File: src/rtl/pause_tx_pkg.sv
`timescale 1ns/1ps
package pause_tx_pkg;
  typedef enum logic [1:0] {
    ST_IDLE      = 2'd0,
    ST_STOP_WAIT = 2'd1,
    ST_SEND      = 2'd2,
    ST_DONE      = 2'd3
  } pseq_state_e;

  localparam int          MAC_W      = 48;
  localparam int          QUANTA_W   = 16;
  localparam int          FIELD16_W  = 16;
  localparam logic [47:0] CTRL_DEST  = 48'h0180_C200_0001;
  localparam logic [15:0] CTRL_ETYPE = 16'h8808;
  localparam logic [15:0] CTRL_OPC   = 16'h0001;
  localparam int          HDR_BITS   = 2 * MAC_W + 2 * FIELD16_W + QUANTA_W;
  localparam int          HDR_BYTES  = HDR_BITS / 8;
endpackage

File: src/rtl/pause_rst_sync.sv
`timescale 1ns/1ps
module pause_rst_sync #(
  parameter int STAGES = 2
) (
  input  logic clk,
  input  logic rst_n,
  output logic rst_n_sync
);
  logic [STAGES-1:0] sync_q;

  always_ff @(posedge clk or negedge rst_n) begin
    if (!rst_n) begin
      sync_q <= '0;
    end else begin
      sync_q <= {sync_q[STAGES-2:0], 1'b1};
    end
  end

  assign rst_n_sync = sync_q[STAGES-1];
endmodule

File: src/rtl/pause_seq_fsm.sv
`timescale 1ns/1ps
module pause_seq_fsm
  import pause_tx_pkg::*;
(
  input  logic clk,
  input  logic rst_n,
  input  logic sw_req,
  input  logic fdx,
  input  logic dtx_idle,
  input  logic ready,
  input  logic last_byte,
  output logic load,
  output logic adv,
  output logic byte_valid,
  output logic stop_req,
  output logic stop_irq,
  output logic clr_strobe
);
  pseq_state_e state_q, state_d;
  logic        irq_q, irq_d;

  // next state
  always_comb begin
    state_d = state_q;
    unique case (state_q)
      ST_IDLE:      if (sw_req && fdx) state_d = ST_STOP_WAIT;
      ST_STOP_WAIT: if (dtx_idle)      state_d = ST_SEND;
      ST_SEND:      if (adv && last_byte) state_d = ST_DONE;
      ST_DONE:      state_d = ST_IDLE;
      default:      state_d = ST_IDLE;
    endcase
  end

  assign irq_d = (state_q == ST_STOP_WAIT) && dtx_idle;

  always_ff @(posedge clk or negedge rst_n) begin
    if (!rst_n) begin
      state_q <= ST_IDLE;
      irq_q   <= 1'b0;
    end else begin
      state_q <= state_d;
      irq_q   <= irq_d;
    end
  end

  // the first SEND cycle carries the interrupt pulse; bytes follow it
  assign byte_valid = (state_q == ST_SEND) && !irq_q;
  assign adv        = byte_valid && ready;
  assign load       = (state_q == ST_IDLE) && sw_req && fdx;
  assign stop_req   = (state_q != ST_IDLE);
  assign stop_irq   = irq_q;
  assign clr_strobe = (state_q == ST_DONE);
endmodule

File: src/rtl/pause_byte_ctr.sv
`timescale 1ns/1ps
module pause_byte_ctr #(
  parameter int MIN_BYTES = 60,
  localparam int IDX_W = $clog2(MIN_BYTES)
) (
  input  logic             clk,
  input  logic             rst_n,
  input  logic             clr,
  input  logic             adv,
  output logic [IDX_W-1:0] idx,
  output logic             last
);
  logic [IDX_W-1:0] idx_q, idx_d;
  logic             idx_en;

  assign idx_en = clr || adv;

  always_comb begin
    idx_d = idx_q;
    if (clr)      idx_d = '0;
    else if (adv) idx_d = idx_q + IDX_W'(1);
  end

  always_ff @(posedge clk or negedge rst_n) begin
    if (!rst_n) begin
      idx_q <= '0;
    end else if (idx_en) begin
      idx_q <= idx_d;
    end
  end

  assign idx  = idx_q;
  assign last = (idx_q == IDX_W'(MIN_BYTES - 1));
endmodule

File: src/rtl/pause_frame_mux.sv
`timescale 1ns/1ps
module pause_frame_mux
  import pause_tx_pkg::*;
#(
  parameter int MIN_BYTES = 60,
  localparam int IDX_W = $clog2(MIN_BYTES)
) (
  input  logic                clk,
  input  logic                rst_n,
  input  logic                load,
  input  logic [MAC_W-1:0]    src_in,
  input  logic [QUANTA_W-1:0] dur_in,
  input  logic [IDX_W-1:0]    idx,
  output logic [7:0]          byte_o
);
  logic [MAC_W-1:0]    src_q;
  logic [QUANTA_W-1:0] dur_q;
  logic [HDR_BITS-1:0] hdr_vec;
  logic [7:0]          hdr_b [HDR_BYTES];

  // capture frame fields at request acceptance
  always_ff @(posedge clk or negedge rst_n) begin
    if (!rst_n) begin
      src_q <= '0;
      dur_q <= '0;
    end else if (load) begin
      src_q <= src_in;
      dur_q <= dur_in;
    end
  end

  assign hdr_vec = {CTRL_DEST, src_q, CTRL_ETYPE, CTRL_OPC, dur_q};

  for (genvar g = 0; g < HDR_BYTES; g++) begin : g_hdr
    assign hdr_b[g] = hdr_vec[(HDR_BYTES-1-g)*8 +: 8];
  end

  // bytes past the header are zero padding
  always_comb begin
    byte_o = 8'h00;
    for (int i = 0; i < HDR_BYTES; i++) begin
      if (idx == IDX_W'(i)) byte_o = hdr_b[i];
    end
  end
endmodule

File: src/rtl/pause_tx_seq.sv
`timescale 1ns/1ps
module pause_tx_seq
  import pause_tx_pkg::*;
#(
  parameter int MIN_BYTES = 60
) (
  input  logic        clk,
  input  logic        rst_n,
  input  logic        sw_pause_req,
  input  logic        full_duplex,
  input  logic [47:0] station_addr,
  input  logic [15:0] pause_dur,
  input  logic        data_tx_idle,
  input  logic        tx_ready,
  output logic        gstop_req,
  output logic        gstop_done_irq,
  output logic        req_clear,
  output logic        tx_valid,
  output logic [7:0]  tx_data,
  output logic        tx_sof,
  output logic        tx_eof
);
  localparam int IDX_W = $clog2(MIN_BYTES);

  logic             rst_n_i;
  logic             load, adv, last_byte;
  logic [IDX_W-1:0] idx;

  pause_rst_sync #(.STAGES(2)) u_rst (
    .clk        (clk),
    .rst_n      (rst_n),
    .rst_n_sync (rst_n_i)
  );

  pause_seq_fsm u_fsm (
    .clk        (clk),
    .rst_n      (rst_n_i),
    .sw_req     (sw_pause_req),
    .fdx        (full_duplex),
    .dtx_idle   (data_tx_idle),
    .ready      (tx_ready),
    .last_byte  (last_byte),
    .load       (load),
    .adv        (adv),
    .byte_valid (tx_valid),
    .stop_req   (gstop_req),
    .stop_irq   (gstop_done_irq),
    .clr_strobe (req_clear)
  );

  pause_byte_ctr #(.MIN_BYTES(MIN_BYTES)) u_ctr (
    .clk   (clk),
    .rst_n (rst_n_i),
    .clr   (load),
    .adv   (adv),
    .idx   (idx),
    .last  (last_byte)
  );

  pause_frame_mux #(.MIN_BYTES(MIN_BYTES)) u_mux (
    .clk    (clk),
    .rst_n  (rst_n_i),
    .load   (load),
    .src_in (station_addr),
    .dur_in (pause_dur),
    .idx    (idx),
    .byte_o (tx_data)
  );

  assign tx_sof = tx_valid && (idx == '0);
  assign tx_eof = tx_valid && last_byte;
endmodule

File: config.mk
export PLATFORM = sky130hd
export DESIGN_NAME = pause_tx_seq
export DESIGN_NICKNAME = d
export VERILOG_FILES = /design/src/rtl/pause_tx_pkg.sv /design/src/rtl/pause_rst_sync.sv /design/src/rtl/pause_seq_fsm.sv /design/src/rtl/pause_byte_ctr.sv /design/src/rtl/pause_frame_mux.sv /design/src/rtl/pause_tx_seq.sv
export SDC_FILE = /design/constraint.sdc
export NUM_CORES = 1
export LEC_CHECK = 0
export BUFFER_PORTS_ARGS = -buffer_cell sky130_fd_sc_hd__buf_2
export CAP_MARGIN = 30
export CELL_PAD_IN_SITES_DETAIL_PLACEMENT = 2
export CELL_PAD_IN_SITES_GLOBAL_PLACEMENT = 2
export CORE_MARGIN = 10
export CORE_UTILIZATION = 35
export DETAILED_ROUTE_END_ITERATION = 16
export GPL_ROUTABILITY_DRIVEN = 0
export GPL_TIMING_DRIVEN = 1
export MAX_ROUTING_LAYER = met4
export PLACE_DENSITY_LB_ADDON = 0.1
export SYNTH_ARGS = -nofsm -noshare
export SYNTH_HDL_FRONTEND = slang
export SYNTH_SLANG_ARGS = --single-unit
File: constraint.sdc
create_clock -name clk -period 2.65 [get_ports clk]
set_input_delay 0.3975 -clock clk [delete_from_list [all_inputs] [get_ports clk]]
set_output_delay 0.3975 -clock clk [all_outputs]
set_load 0.005 [all_outputs]
Word-level counts from Yosys, hierarchy flattened
Cells that the tools add are included.

cells by class
  muxes and demuxes = 24
  equal/unequal tests = 24
  reduce and logical (&&, ||, !) cells = 17
  add/sub/neg operators = 1

operators by type and width
  cell                   number
  $mux W8                17
  $eq A6 B4 Y1 const B   8
  $eq A6 B3 Y1 const B   4
  $eq A6 B2 Y1 const B   2
  $eq A6 B5 Y1 const B   2
  $mux W6                2
  $logic_and A1 B1 Y1    9
  $pmux W2 S4            1
  $add A6 B1 Y6 const B  1
  $eq A6 B1 Y1 const B   1
  $eq A6 B6 Y1 const B   1
  $logic_not A6 Y1       1
  $mux W2                3
  $eq A2 B2 Y1 const B   2
  $ne A2 B1 Y1 const B   2
  $reduce_bool A2 Y1     2
  $reduce_and A3 Y1      1
  $eq A2 B1 Y1 const B   1
  $logic_not A2 Y1       1
  $ne A2 B2 Y1 const B   1
  $reduce_and A2 Y1      1
  $logic_not A1 Y1       1
  $logic_or A1 B1 Y1     1
  $mux W1                1

storage, ports and cells
  logic and storage cells = 72
  output and inout bits = 14
  input port bits = 70
  register bits = 75

Depth between registers and ports, before layout
Gate-level depths: netlist (run 1).

  depth after elaboration = 19
  mapped depth = 9
  mapped depth without buffers = 7

Modules after synthesis
Synthesis (run 1) repeated with hierarchy kept, for this count alone.

unflattened totals
  cells, all modules = 328
  area, all modules = 3847.4 sq um

by module, submodules not included
  module           times used  area an instance (sq um)  cells each  seq. area each (sq um)
  pause_frame_mux  1           3253.1                    273         1601.5
  pause_byte_ctr   1           281.5                     27          150.1
  pause_seq_fsm    1           230.2                     22          75.1
  pause_rst_sync   1           53.8                      3           50.0
  pause_tx_seq     1           28.8                      3           0.0

Least setup slack after synthesis (run 1)
Ideal clock, no wire load.

  path type = reg-to-output
  start = reg u_ctr.idx_q[0] (netlist: u_ctr.idx[0])
  end = out tx_data[0]
  arrival time = 1953 ps
  path buffers = 0
  path slack = 300 ps
  required time = 2253 ps
  cell stages (with the launch flop) = 8
  path through = dfrtp_1 inv_1 ha_1 nor4b_4 a32oi_1 a21bo_1 o2111a_1 a2111oi_2

on the way
  longest elaborated chain between the ends = 19
  elaborated cells between the ends (all ways) = 36
  classes of those cells = eq/ne (17); mux (18); reduce/logical (1)

RTL lines
  element                 line                   RTL
  start, declared         pause_byte_ctr.sv:13   logic [IDX_W-1:0] idx_q, idx_d;
  start signal, assigned  pause_byte_ctr.sv:28   idx_q <= idx_d;
  $logic_not A6 Y1        pause_frame_mux.sv:42  if (idx == IDX_W'(i)) byte_o = hdr_b[i];
  $mux W1                 pause_frame_mux.sv:42
  $mux W8 (16 in a row)   pause_frame_mux.sv:42
  $mux W8 (*)             pause_frame_mux.sv:42
  end, declared           pause_tx_seq.sv:19     output logic [7:0] tx_data,

Mark *: on every way between the ends. The rest lies on a longest branch, timed or not.

Worst setup path after layout (run 1)
  start = reg u_ctr.idx_q[1] (netlist: u_ctr.idx[1])
  end = out tx_data[0]

Same word-level chain as after synthesis.

==> flow_summary.ini, run 1 <==
[finish]
nNetsFinal = 536
fin_util = 0.4840
ff_latch_area_um2 = 1886
finalNonFillerCells = 603
antenna_cells = 0
final_common_cell = buf_2
layout-drive-gt1-share = 0.5032
multi_input_area_um2 = 2091
final.fill_count = 1106
syn_to_final_growth_pct = 35.26
mostFrequentLayoutCells = buf_2 (84), dfrtp_1 (68), mux2_2 (46)

[timing]
min_period_ps = 2746
finClkSkew_ps = 11.11
relSlewSlack = 0.5560
fin_ws_ps = -95.84
slew_viol_final = 0
min_period_over_period = 1.036
max_freq_ghz = 0.3642
hold_viol = 0
timing_worst_slew_pin_value_ps = 666.0
setup_viol = 6
rsz0062_at_grt = true

[die]
placementRows = 38
fp.dieW_um = 125.3
fp.dieH_um = 125.3
io_pins = 84
core_um2 = 10840
initial_utilization = 0.3578
dieArea_um2 = 15690

[clock_network]
htree_levels = 3
cts_tree = built
clk-insertion-delay-late_ps = 360
cts.sinks = 75
cts_root_buf = clkbuf_8
clk_pin_slew_ps = 80
clock_path_buffers = 2
cts-buffers-inserted = 9

[pwr]
peakVddDrop_mv = 0.5248
seq_power_share = 0.384
power.static_leakage_nw = 2.351
clock_power_share = 0.197
switching_share = 0.3568
power.internal_mw = 3.531
comb_power_share = 0.419
power.density_nw_per_um2 = 1046
p_switching_mw = 1.959

[setup_path]
crit_path_top_delay_cell = dfrtp_2
crit_path_cell_trace = ha_4 > buf_4 > nor4bb_4 > o2111ai_2 > o2111a_2 > a2111oi_4 > buf_2
path_class = register to output pin
critical_path.top_delay_family = compound AO/OA/AOI/OAI gates
worst-path-buf-inv = 2
worst_ep_arrival_time_ps = 2350
cp_slowest_stage_delay_ps = 480
cp-start-kind = register
worstPathRequired_ps = 2250
cp-end-kind = output pin
worstPathMaxFanout = 5

[logic_synthesis]
synthFlopType = dfrtp_1
syn_inst = 341
yosysWarnings = 0
synthesis.area_um2 = 3879
synth_edf_count = 0
synth-async-reset-ratio = 1.000
synth.net_count = 419
yosys.area.top_type = dfrtp_1
synth-seq-cells = 75
synth_area_leaders = dfrtp_1 (48%), mux2_2 (13%), mux2_1 (4.6%)
yosysUniqueCellTypes = 61
syn_avg_cell_area_um2 = 11.37
ys_seq_area_frac = 0.4839
synth_top_area_share = 0.4839

[route]
drt-met1-wl_um = 6226
wl_met3_um = 533
drcViolationCount = 0
avgViaCountPerCell = 5.350
first_iter_violations = 209
wl_um = 13360
maxUsedRoutingLayer = met4
drt-pass1-iter-count = 4
vias = 3226
met2WireLength_um = 6372
detail-route-antenna-nets = 0
detail_route.wl_per_cell_um = 22.15

[status]
status = complete, but fails checks
violations = setup timing

[global_routing]
grt_first_pass_wirelength_um = 20670
grt-ovfl-total = 0
grt_pass1_vias = 3687
grt_max_degree = 74
antenna_found_initial = 0
grt_usage = 0.1672

[flow_run]
maxCapViolCount = 0

[placed_design]
io_buffers = 83
hpwl_um = 8871
dp_cells = 564

[min_path]
hold_class = input pin to register
## cell type report
class,count,share of cell area
Multi-Input combinational cell,235,0.3985
Sequential cell,75,0.3594
Clock inverter,6,0.02146
Clock buffer,10,0.02433
Timing Repair Buffer,128,0.1555
Inverter,9,0.007393
Tap cell,140,0.03339
## power by group through the flow
stage / Clock, mW / Combinational [mW] / Sequential (mW)
floorplan: 0 / 1.24 / 1.92
global placement: 0 / 1.75 / 2.05
detailed placement: 0 / 1.82 / 2.08
CTS: 1.12 / 2.09 / 2.09
global route: 1.17 / 2.51 / 2.19
finish: 1.08 / 2.30 / 2.11
## final timing paths
path | to | from | slack, ps | cells past startpoint
min in group asynchronous | u_fsm.state_q[0] | u_rst.sync_q[1] | 290 | 0
min reg2reg | u_fsm.state_q[0] | u_rst.sync_q[1] | 290 | 0
max reg2reg | u_fsm.state_q[1] | u_ctr.idx[3] | 550 | 5
max in group asynchronous | u_ctr.idx[1] | u_rst.sync_q[1] | 1660 | 1
min | u_mux.dur_q[5] | pause_dur[5] | 250 | 2
max | tx_data[0] | u_ctr.idx[1] | -100 | 7
## metrics by stage
step                      power, mW  worst slack (ps)  TNS [ps]  hold slack, ps  cell area (um^2)
after floorplan               3.166             299.6         0           101.9              3879
after global placement        3.801             156.2         0           182.0              4561
after detailed placement      3.899             69.87         0           188.8              4561
after CTS                     5.302            -120.7    -380.6           219.2              5087
after global routing          5.868            -235.5     -1155           230.2              5246
final                         5.490            -95.84    -332.4           245.2              5246
## per-layer routing
layer | global-route usage | vias to the layer above
met1 | 0.2169 | 1649
met4 | 0.05759 | 0
li1 | - | 1480
met2 | 0.2539 | 83
met3 | 0.03422 | 14
met5 | - | -
## repair_timing
item                                    in CTS  in global routing
pin swaps                                   14                 20
endpoints found under the setup margin       8                  8
setup buffers                               12                 10
resized for setup                           46                 20
hold buffers                                 1                  0
hold endpoints to repair                     2                  0
## synth_stat cells (4+ instances only)
master	count
mux2_1	16
o21ai_1	4
nor2_1	19
nor2b_1	10
nand3_1	17
buf_2	10
clkbuf_1	7
nand2_1	18
inv_1	9
ha_1	8
dfrtp_1	75
o21ai_0	10
nand4_1	4
a21oi_1	10
mux2_2	46
a32o_1	4
## sequential cells by signal, indices dropped and copies added (netlist names)
signal	count
u_mux.dur_q	16
u_ctr.idx	6
u_fsm.state_q	2
u_mux.src_q	48
u_fsm.stop_irq	1
u_rst.sync_q	2
## logic make-up after synthesis
group	count (synthesis)	share of synthesized area
multiplexers	64	0.1852
AND/OR/NAND/NOR	95	0.1381
AO/OA/AOI/OAI	63	0.1190
XOR/XNOR	4	0.009034
flip-flops	75	0.4839
other	1	0.0009668
buffers and inverters	31	0.03807
adder cells (fa/ha/maj)	8	0.02581
Power figures use the tool's default switching activity.
==> inputs of run 2 (changes only) <==
ABC_AREA = 1   (was not set)
CORE_UTILIZATION = 32   (was 35)
CTS_BUF_LIST = sky130_fd_sc_hd__clkbuf_4   (was not set)
==> run 2 against run 1 <==
Against the previous run:
- the run still ends with setup timing left
- critical path type unchanged
- hold slack got worse by 130 ps
- wire length up 0.75%
- core utilization down 7.0 points
- cell area down 6.0%
==> flow_summary.ini, run 2 <==
[global_routing]
grt_usage = 0.1687
grt-ovfl-total = 0
grt_pass1_vias = 4257
grt_max_degree = 42
antenna_found_initial = 0
grt_first_pass_wirelength_um = 21830

[die]
initial_utilization = 0.3241
dieArea_um2 = 16860
fp.dieH_um = 129.8
fp.dieW_um = 129.8
core_um2 = 11910
placementRows = 40
io_pins = 84

[clock_network]
htree_levels = 3
cts_tree = built
cts_root_buf = clkbuf_4
clock_path_buffers = 2
clk_pin_slew_ps = 130
clk-insertion-delay-late_ps = 470
cts.sinks = 75
cts-buffers-inserted = 9

[route]
wl_um = 13460
detail-route-antenna-nets = 0
drcViolationCount = 0
drt-pass1-iter-count = 4
avgViaCountPerCell = 4.879
vias = 3713
first_iter_violations = 174
detail_route.wl_per_cell_um = 17.68

[finish]
max_flop_register = u_mux.src_q
largest_reg_flops = 48
antenna_cells = 0
nNetsFinal = 687
finalNonFillerCells = 761
fin_util = 0.4141
postLayoutCellArea_um2 = 4932
layout-drive-gt1-share = 0.3046
syn_to_final_growth_pct = 27.78
mostFrequentLayoutCells = nand2_1 (214), buf_2 (83), dfrtp_1 (69)
final_common_cell = nand2_1

[setup_path]
worst_ep_arrival_time_ps = 2410
cp-start-kind = register
crit_start = u_ctr.idx[1]
rr_startpoint = u_fsm.state_q[0]
cp-end-kind = output pin
worstPathMaxFanout = 4
r2r_cells = 8
path_class = register to output pin
ff2ff_setup_slack_ps = 570
crit_end = tx_data[7]
worstPathRequired_ps = 2250
reg2reg_to = u_ctr.idx[5]

[timing]
timing_worst_slew_pin_value_ps = 549.0
min_period_over_period = 1.060
fin_ws_ps = -158.5
slew_viol_final = 0
rsz0062_at_grt = true
min_period_ps = 2808
hold_viol = 0
max_freq_ghz = 0.3561
setup_viol = 8
relSlewSlack = 0.6340
finClkSkew_ps = 23.82

[status]
violations = setup timing
status = complete, but fails checks

[logic_synthesis]
synth_common_cells = nand2_1 (215), dfrtp_1 (75), nor2_1 (35)
yosysMostFrequentCell = nand2_1
synth_top_area_share = 0.4862
synth-seq-cells = 75
synth-async-reset-ratio = 1.000
yosysUniqueCellTypes = 33
synth.net_count = 580
syn_inst = 502
yosys.area.top_type = dfrtp_1
yosysWarnings = 0
synth_edf_count = 0
ys_seq_area_frac = 0.4862
synth_area_leaders = dfrtp_1 (49%), nand2_1 (21%), nor2_1 (3.4%)
synthesis.area_um2 = 3860
syn_avg_cell_area_um2 = 7.689
synthFlopType = dfrtp_1

[placed_design]
io_buffers = 83
pre_cts_slack_ps = 171.5
hpwl_um = 9580
dpl_cell_area_um2 = 4425
dp_cells = 723

[pwr]
power.static_leakage_nw = 2.609
power.density_nw_per_um2 = 1120
peakVddDrop_mv = 0.3045

[flow_run]
maxCapViolCount = 0

[min_path]
hold_class = input pin to register
-- run 2: metal layers --
layer / up-vias / track usage / share of wire
li1: 1798 / - / -
met1: 1833 / 0.2064 / 0.46
met2: 65 / 0.2710 / 0.49
met3: 17 / 0.03245 / 0.035
met4: 0 / 0.06481 / 0.017
met5: - / - / 0
-- run 2: worst max-delay path: stages (launching register included) --
cell and delay (ps):
dfrtp_2 460, inv_2 130, ha_4 180, inv_1 80
a21oi_2 210, nand3_1 100, nand2_1 90, nand2_1 60
nand2_1 70, nand2_1 50, nand2_1 50, nand2_1 50
nand2_1 60, nand2_1 70, a21oi_2 130, buf_2 130
-- run 2: metrics by stage --
step / hold WS, ps / power, mW / TNS [ps]
global route: 116.4 / 6.037 / -2012
detailed placement: 185.6 / 4.220 / 0
finish: 118.7 / 5.524 / -655.6
global placement: 182.6 / 4.100 / 0
CTS: 85.68 / 5.372 / -631.7
floorplan: 101.9 / 3.406 / 0
-- run 2: area by class of cell --
cell class                 instances  area (um^2)
sequential                        75         1884
clock buffer                      13        97.59
fill                            1415         6979
clock inverter                     3        63.81
timing repair buffer             115        669.4
tap                              147        183.9
inverter                          38        147.6
multi-input combinational        370         1886
-- run 2: how the worst min path moves through the flow --
stage / startpoint / end / slack, ps / cells past startpoint
floorplan: rst_n / u_rst.sync_q[0] / 100 / 0
global placement: rst_n / u_rst.sync_q[0] / 180 / 1
detailed placement: rst_n / u_rst.sync_q[0] / 190 / 1
CTS: station_addr[20] / u_mux.src_q[20] / 90 / 3
global route: pause_dur[2] / u_mux.dur_q[2] / 120 / 3
finish: station_addr[20] / u_mux.src_q[20] / 120 / 3
-- run 2: what timing repair did --
| action | in CTS | in global routing |
|---|---|---|
| setup endpoints to repair | 8 | 8 |
| gates cloned | 1 | 0 |
| gates resized for setup | 37 | 11 |
| pin swaps | 13 | 23 |
| hold buffers | 1 | 0 |
| setup buffers | 11 | 9 |
| endpoints found under the hold margin | 2 | 0 |
-- run 2: report_power, final --
part           leakage (nW)  internal, mW  switching (mW)  total [mW]
Sequential            0.925          1.70           0.423        2.12
Combinational          1.59         0.998            1.56        2.56
Clock                0.0896         0.423           0.419       0.843
Total                  2.61          3.12            2.40        5.52
-- run 2: cell families (layout without fill, tap and decap cells) --
family | Yosys count | count (layout) | synth area share
buf+inv | 58 | 169 | 0.06872
flops | 75 | 75 | 0.4862
compound gates | 65 | 65 | 0.09465
simple gates | 295 | 296 | 0.3235
fa+ha+maj | 8 | 8 | 0.02593
other cells | 1 | 1 | 0.0009715
==> inputs of run 3 (changes only) <==
CORE_UTILIZATION = 31   (was 32)
CTS_BUF_LIST = not set   (was sky130_fd_sc_hd__clkbuf_4)
==> run 3 against run 2 <==
Against the previous run:
- the flow still finishes with violations (setup timing)
- sequential share of layout area decreased by 1.1 points
- sequential power hardly changed
- critical endpoint is now tx_data[0]
- via count grew 0.81%
- hold slack gained 89 ps
- die area grew 2.7%
- highest routed layer unchanged
- power rose by 6.1%
- combinational power about the same
- non-clock buffer count down 1
- critical path depth decreased by 5
- clock skew shrank 19 ps
- largest power group unchanged
- maximum frequency increased by 5.7%
- count of clock-buffer cells in the layout fell by 2
==> flow_summary.ini, run 3 (synthesized netlist as in run 2, its figures left out) <==
[status]
status = complete, but fails checks
violations = setup timing

[global_routing]
grt-ovfl-total = 0
antenna_found_initial = 0
grt_usage = 0.1551
grt_first_pass_wirelength_um = 21490
grt_max_degree = 61
grt_pass1_vias = 4125

[timing]
rsz0062_at_grt = true
max_freq_ghz = 0.3764
whs_ps = 207.8
final.setup.tns_ps = -13.29
slew_viol_final = 0
min_period_ps = 2657
setup_viol = 3
fin_ws_ps = -6.974
timing_worst_slew_pin_value_ps = 644.2
relSlewSlack = 0.5706
hold_viol = 0
finClkSkew_ps = 4.991
min_period_over_period = 1.003

[clock_network]
cts-buffers-inserted = 9
htree_levels = 3
clk_pin_slew_ps = 60
cts_root_buf = clkbuf_16
cts_tree = built
clock_path_buffers = 2
cts.sinks = 75
clk-insertion-delay-late_ps = 340

[setup_path]
cp_slowest_stage_delay_ps = 500
critical_path.top_delay_family = simple AND/OR/NAND/NOR gates
cp.depth = 10
cp-end-kind = output pin
crit_path_frequent_cell = nand2_1
crit_path_top_delay_cell = dfrtp_2
worst-path-buf-inv = 3
worstPathMaxFanout = 9
worstPathRequired_ps = 2250
r2r_cells = 8
cp-start-kind = register
worst_ep_arrival_time_ps = 2260
crit_path_cell_trace = inv_1 > nand2_4 > nor2_2 > inv_1 > or2_0 > nand2_1 > nand2_1 > nand2_1 > nand2_1 > buf_2
path_class = register to output pin

[finish]
final_common_cell = nand2_1
fin_util = 0.4192
syn_to_final_growth_pct = 31.54
nNetsFinal = 685
layout-drive-gt1-share = 0.2974
finalNonFillerCells = 780
mostFrequentLayoutCells = nand2_1 (213), buf_2 (83), dfrtp_1 (70)
largest_reg_flops = 48
max_flop_register = u_mux.src_q
antenna_cells = 0
postLayoutCellArea_um2 = 5077

[flow_run]
maxCapViolCount = 0

[route]
wl_um = 13470
drt-pass1-iter-count = 4
detail-route-antenna-nets = 0
drcViolationCount = 0
detail_route.wl_per_cell_um = 17.26
avgViaCountPerCell = 4.799
vias = 3743
first_iter_violations = 162

[pwr]
peakVddDrop_mv = 0.4165
power.static_leakage_nw = 2.656
power.density_nw_per_um2 = 1154
power.total_mw = 5.860

[die]
initial_utilization = 0.3187
core_um2 = 12110
dieArea_um2 = 17310
fp.dieW_um = 131.6
placementRows = 40
io_pins = 84
fp.dieH_um = 131.6

[placed_design]
io_buffers = 83
hpwl_um = 9602
dp_cells = 743
pre_cts_slack_ps = 193.0
dpl_cell_area_um2 = 4457

[min_path]
hold_class = register to asynchronous set/reset pin
[run 3: changes by cell type in the layout (fill, tap and decap cells not counted), moves of 2 or more]
| cell | previous run | this run |
|---|---|---|
| clkbuf_16 | 0 | 9 |
| a21oi_2 | 10 | 8 |
| clkbuf_4 | 13 | 0 |
| bufinv_16 | 2 | 0 |
| a21oi_1 | 17 | 19 |
| clkinv_2 | 0 | 4 |
| buf_12 | 0 | 2 |
| nand3_1 | 7 | 10 |
| inv_2 | 7 | 5 |
| nand3_2 | 6 | 4 |
| buf_4 | 28 | 25 |
[run 3: report_power, final]
group | switching (mW) | internal, mW | total [mW]
logic | 1.54 | 1.04 | 2.58
clock network | 0.473 | 0.654 | 1.13
registers | 0.445 | 1.71 | 2.15
[run 3: worst paths after layout]
| path | slack (ps) | endpoint | start |
|---|---|---|---|
| hold / removal | 210 | u_mux.src_q[9] | u_rst.sync_q[1] |
| setup / recovery | -7 | tx_data[0] | u_ctr.idx[2] |
| hold reg to reg | 210 | u_mux.src_q[9] | u_rst.sync_q[1] |
| setup reg to reg | 560 | u_ctr.idx[5] | u_fsm.state_q[0] |
| max in group asynchronous | 1780 | u_ctr.idx[4] | u_rst.sync_q[1] |
| min in group clk | 250 | u_mux.src_q[44] | station_addr[44] |
[run 3: area by class of cell]
type / instances / area (um^2)
clock buffer: 11 / 242.7
clock inverter: 5 / 28.78
fill: 1426 / 7034
inverter: 38 / 150.1
multi-input combinational: 369 / 1876
sequential: 75 / 1883
tap: 168 / 210.2
timing repair buffer: 114 / 686.9
[run 3: repair_timing]
action                                  in CTS  in global routing
endpoints found under the setup margin       8                  8
gates resized for setup                     17                 31
hold buffers                                 1                  0
setup buffers                                5                 15
pin swaps                                    4                 17
endpoints found under the hold margin        2                  0
[run 3: routing by layer]
layer | vias up | GRT usage | routed length, um
met5 | - | - | 0
met4 | 0 | 0.04079 | 236
met3 | 18 | 0.03430 | 482
met2 | 77 | 0.2570 | 6822
met1 | 1851 | 0.1865 | 5925
li1 | 1797 | - | -
